<file path="config.mk">
export PLATFORM = sky130hd
export DESIGN_NAME = cyc_divider
export DESIGN_NICKNAME = d
export VERILOG_FILES = /design/src/rtl/cyc_divider.sv
export SDC_FILE = /design/constraint.sdc
export NUM_CORES = 1
export LEC_CHECK = 0
export BUFFER_PORTS_ARGS = -buffer_cell sky130_fd_sc_hd__buf_2
export CORE_MARGIN = 8
export CORE_UTILIZATION = 40
export DETAILED_ROUTE_END_ITERATION = 8
export PLACE_DENSITY = 0.64
export SLEW_MARGIN = 20
export SYNTH_ARGS = -nofsm -noshare
export SYNTH_HDL_FRONTEND = slang
export SYNTH_SLANG_ARGS = --single-unit
</file>
<file path="constraint.sdc">
create_clock -name clk -period 1.7 [get_ports clk]
set_input_delay 0 -clock clk [delete_from_list [all_inputs] [get_ports clk]]
set_output_delay 0 -clock clk [all_outputs]
set_load 0.01 [all_outputs]
</file>
<file path="src/rtl/cyc_divider.sv">
module cyc_divider #(
  parameter int             DEG  = 3,
  parameter logic [DEG-1:0] TAPS = 3'b011,
  parameter int             N    = 7
) (
  input  logic           clk,
  input  logic           clr,
  input  logic           start,
  input  logic           code_in,
  output logic           q_bit,
  output logic           q_valid,
  output logic [DEG-1:0] syndrome,
  output logic           done,
  output logic           err
);
  localparam int CW = $clog2(N + 1);

  logic [DEG-1:0] rem_q, shifted, rem_nxt;
  logic [CW-1:0]  cnt_q, idx;
  logic           busy_q, active, fb;

  assign active  = start | busy_q;
  assign idx     = start ? '0 : cnt_q;
  assign fb      = start ? 1'b0 : rem_q[DEG-1];
  assign shifted = start ? {{(DEG-1){1'b0}}, code_in} : {rem_q[DEG-2:0], code_in};
  assign rem_nxt = shifted ^ (fb ? TAPS : '0);

  always_ff @(posedge clk) begin
    if (clr) begin
      rem_q    <= '0;
      cnt_q    <= '0;
      busy_q   <= 1'b0;
      q_bit    <= 1'b0;
      q_valid  <= 1'b0;
      done     <= 1'b0;
      syndrome <= '0;
      err      <= 1'b0;
    end else begin
      q_valid <= 1'b0;
      done    <= 1'b0;
      if (active) begin
        rem_q   <= rem_nxt;
        q_bit   <= fb;
        q_valid <= (idx >= CW'(DEG));
        if (idx == CW'(N - 1)) begin
          busy_q   <= 1'b0;
          cnt_q    <= '0;
          done     <= 1'b1;
          syndrome <= rem_nxt;
          err      <= |rem_nxt;
        end else begin
          busy_q <= 1'b1;
          cnt_q  <= idx + 1'b1;
        end
      end
    end
  end

  AST_DONE_PULSE: assert property (@(posedge clk) disable iff (clr) done |=> !done);
  AST_DONE_WITH_LAST_Q: assert property (@(posedge clk) disable iff (clr) done |-> q_valid);
  AST_ERR_MATCHES_SYN: assert property (@(posedge clk) disable iff (clr) done |-> (err == (syndrome != '0)));
  AST_RESULT_HELD: assert property (@(posedge clk) disable iff (clr) !done |=> (done || ($stable(syndrome) && $stable(err))));
  AST_START_NO_Q: assert property (@(posedge clk) disable iff (clr) start |=> !q_valid);
endmodule

</file>
Word-level counts from Yosys, hierarchy flattened
Index checks and enable logic that the tools add are counted.

word-level totals
  register bits after elaboration = 14
  input bits = 4
  word-level logic and storage cells = 24

operators by class
  $add $sub $neg = 1
  $lt $le $gt $ge = 1
  equal/unequal tests = 1
  multiplexer cells = 7
  bitwise operators = 3
  reductions and logical operators = 3

operator list
  cell                 number
  $mux 3               3
  $add 3x1->3 const B  1
  $eq 3x3->1 const B   1
  $ge 3x2->1 const B   1
  $mux 1               3
  $reduce_or 3->1      1
  $xor 3x2->3          1
  $mux 2               1
  $reduce_and 2->1     1
  $reduce_or 2->1      1
  $not 1->1            1
  $or 1x1->1           1

Depth between registers and ports, before layout
  depth after elaboration = 4
  depth in mapped cells = 6
  mapped depth without buffers = 5

Worst setup path before layout
OpenSTA, ideal clock, no wires.

  path kind = register to register
  from = register cnt_q[1]
  to = register cnt_q[2]
  data arrival time = 1.222 ns
  required time = 1.630 ns
  slack = 0.408 ns
  stages on the path, launching flop included = 5
  cells stage by stage = dfxtp_1 and3_2 ha_1 or3_1 a21oi_1

between the ends
  cells in the longest elaborated chain, start to end = 3
  elaborated cells on any way between the ends = 4
  those cells by class = 1 x add/sub; 1 x eq/ne; 2 x mux

RTL lines
  what                                              RTL line  source
  from (decl)                                       19        logic [CW-1:0] cnt_q, idx;
  from (signal assigned)                            53        cnt_q <= idx + 1'b1;
  $mux 3 (*)                                        23        assign idx = start ? '0 : cnt_q;
  $add 3x1->3 / $eq 3x3->1 (equally long branches)  53, 45
  $mux 3 (*)                                        45        if (idx == CW'(N - 1)) begin

Every way passes the cells marked *; elsewhere a longest branch is shown, timed or not.
A chain may end at the register's enable or synchronous reset.

Worst setup path in the final report
  from = register cnt_q[0]
  to = register cnt_q[2]

The elaborated chain is that of the path after synthesis.

==> impl_metrics.env <==
export IMPL_status="finished, final reports clean"
export IMPL_p_sw_uw=150
export IMPL_ir_drop_mv=0.361
export IMPL_initial_utilization=0.423
export IMPL_pin_count=11
export IMPL_critPathTopFamily="simple AND/OR/NAND/NOR gates"
export IMPL_synth_common_cells="dfxtp_1 (14), a21oi_1 (10), nor3_1 (6)"
export IMPL_grt_pass1_wl_um=2260
export IMPL_pwr_density_cell_mw_per_mm2=895
export IMPL_cts_resized=0
export IMPL_seq_power_share=0.545
export IMPL_place_congestion=0.699
export IMPL_dieHeight_um=55.7
export IMPL_power_frac_clock=0.388
export IMPL_die_area_mm2=0.00310
export IMPL_arrival_ns=1.62
export IMPL_drive_gt1_frac=0.244
export IMPL_synth_area_um2=629
export IMPL_hold_viol_final=0
export IMPL_wl_per_cell_um=13.2
export IMPL_rows=14
export IMPL_ant_nets=0
export IMPL_area_delta_synth_final_pct=12.3
export IMPL_hold_class="input pin to register"
export IMPL_slew_viol_final=0
export IMPL_cts_sinks=14
export IMPL_slowest_stage="dfxtp_1"
export IMPL_antenna_found_initial=0
export IMPL_setup_violations_final=0
export IMPL_n_antenna_cell=0
export IMPL_rsz0062_at_grt="false"
export IMPL_worst_setup_path_end_kind="register"
export IMPL_yosysTopAreaCellShare=0.445
export IMPL_maxCapViolCount=0
export IMPL_yosys_most_used_dff="dfxtp_1"
export IMPL_gr_usage_all_layers=0.0869
export IMPL_fillCellCount=155
export IMPL_clkSlewWorstSetupHoldPaths_ns=0.08
export IMPL_port_buffers=10
export IMPL_p_leak_nw=0.279
export IMPL_sw_frac_of_total=0.237
export IMPL_internal_power_uw=483
export IMPL_holdWs_ns=0.0381
export IMPL_pwr_share_comb=0.067
export IMPL_synth_top_area_cell="dfxtp_1"
export IMPL_wirelength_um=1240
export IMPL_die_x_um=55.7
export IMPL_synth_nets=73
export IMPL_synthTopCellsByArea="dfxtp_1 (45%), a21oi_1 (8.0%), nor3_1 (4.8%)"
export IMPL_crit_path_cell_trace="and3_2, ha_1, or3_1, a21oi_1"
export IMPL_tightest_slew_ns=0.416
export IMPL_final_period_utilization=0.822
export IMPL_path_max_fanout=7
export IMPL_relSlewSlack=0.722
export IMPL_yosys_warnings=0
export IMPL_numCtsBuffers=3
export IMPL_root_buffer="clkbuf_4"
export IMPL_max_freq_mhz=716
export IMPL_cts_tree="yes"
export IMPL_viasPerCell=5.46
export IMPL_hpwlAfterDp_um=892
export IMPL_clockBufferDepth=2
export IMPL_post_cts_setup_buffers=0
export IMPL_dr_pass1_iters=4
export IMPL_async_flop_share=0
export IMPL_drc=0
export IMPL_tns_ns=0
export IMPL_grt_max_degree=15
export IMPL_synth_seq_cells=14
export IMPL_crit_type="register to register"
export IMPL_fin_worst_skew_ns=0.00425
export IMPL_syn_inst=68
export IMPL_start_kind="register"
export IMPL_finalNetCount=84
export IMPL_synth_edff_count=0
export IMPL_multi_input_area_um2=317
export IMPL_slowest_delay_ns=0.41
export IMPL_seq_area_frac_synth=0.445
export IMPL_post_route_min_period_ns=1.40
export IMPL_htreeDepth=1
export IMPL_drt_initial_drc_count=9
export IMPL_core_mm2=0.00149
export IMPL_seq_area_um2=280
export IMPL_required_ns=1.92
export IMPL_synthDistinctLibCells=28
export IMPL_clk_latency_ns=0.29
export IMPL_overflow=0
export IMPL_syn_avg_cell_area_um2=9.26
export IMPL_vias=513
export IMPL_grt_pass1_vias=528
export IMPL_cts_hold_buf=0
export IMPL_critPathBufInv=0
export IMPL_yosysMostFrequentCell="dfxtp_1"
## kinds of logic after synthesis
group | count (synthesis) | synth area share
buf+inv | 5 | 0.0517
flops | 14 | 0.445
xor+xnor | 2 | 0.0278
simple gates | 26 | 0.264
compound gates | 18 | 0.159
mux | 2 | 0.0318
fa+ha+maj | 1 | 0.0199
## power by group through the flow
stage	Sequential (mW)	Clock, mW	Combinational, mW
after global routing	0.346	0.270	0.0485
final	0.345	0.245	0.0425
after detailed placement	0.352	0	0.0425
after floorplan	0.347	0	0.0372
after global placement	0.352	0	0.0420
after CTS	0.345	0.255	0.0427
## through the flow
stage	utilization	area, µm²	total power [mW]	std cells	setup slack (ns)
after floorplan	-	629	0.384	68	0.408
after global placement	0.450	671	0.394	90	0.352
after detailed placement	0.450	671	0.395	90	0.273
after CTS	0.475	707	0.642	94	0.305
after global routing	0.475	707	0.665	94	0.212
final	0.475	707	0.633	94	0.303
## flip-flops by register name, indices dropped and copies added (netlist names)
signal and flops:
syndrome 3, busy_q 1, q_valid 1, q_bit 1, err 1, done 1, cnt_q 3, rem_q 3
## area by class of cell
| cell class | count | share of cell area |
|---|---|---|
| multi-input cells | 49 | 0.448 |
| inverters | 1 | 0.00531 |
| well taps | 16 | 0.0283 |
| flip-flops and latches | 14 | 0.396 |
| clock buffers | 4 | 0.0513 |
| repair buffers | 10 | 0.0708 |
## worst paths after layout
| kind | from | endpoint | slack [ns] | cells after the start |
|---|---|---|---|---|
| setup / recovery | cnt_q[0] | cnt_q[2] | 0.30 | 4 |
| hold / removal | start | cnt_q[1] | 0.04 | 2 |
| setup reg to reg | cnt_q[0] | cnt_q[2] | 0.30 | 4 |
| hold reg to reg | syndrome[2] | syndrome[2] | 0.47 | 2 |
## per-layer routing
metal | share of wire | vias to the layer above | GRT usage
met4 | 0.017 | 0 | 0.0528
met3 | 0.042 | 2 | 0.0342
li1 | - | 270 | -
met5 | 0 | - | 0
met1 | 0.51 | 232 | 0.101
met2 | 0.43 | 9 | 0.130
## placed cells by master (no fill, tap or decap)
master	netlist	final
nand2_1	4	4
a22oi_1	1	1
nor3b_1	1	1
buf_2	2	10
or3_1	1	1
clkbuf_4	0	3
a21oi_1	10	10
ha_1	1	1
and3b_2	1	1
mux2i_1	2	2
nand3_1	1	1
nor4b_1	1	1
or2_2	1	1
o21ai_0	5	5
xnor2_1	1	1
and3_2	1	1
nor2b_1	3	3
dfxtp_1	14	14
and4bb_1	1	1
xor2_1	1	1
nand4bb_1	1	1
and2b_2	1	1
nor2_2	1	1
nand4_1	2	2
clkbuf_8	0	1
inv_1	1	1
a311oi_1	2	2
nor3_1	6	6
Power figures use the tool's default switching activity.
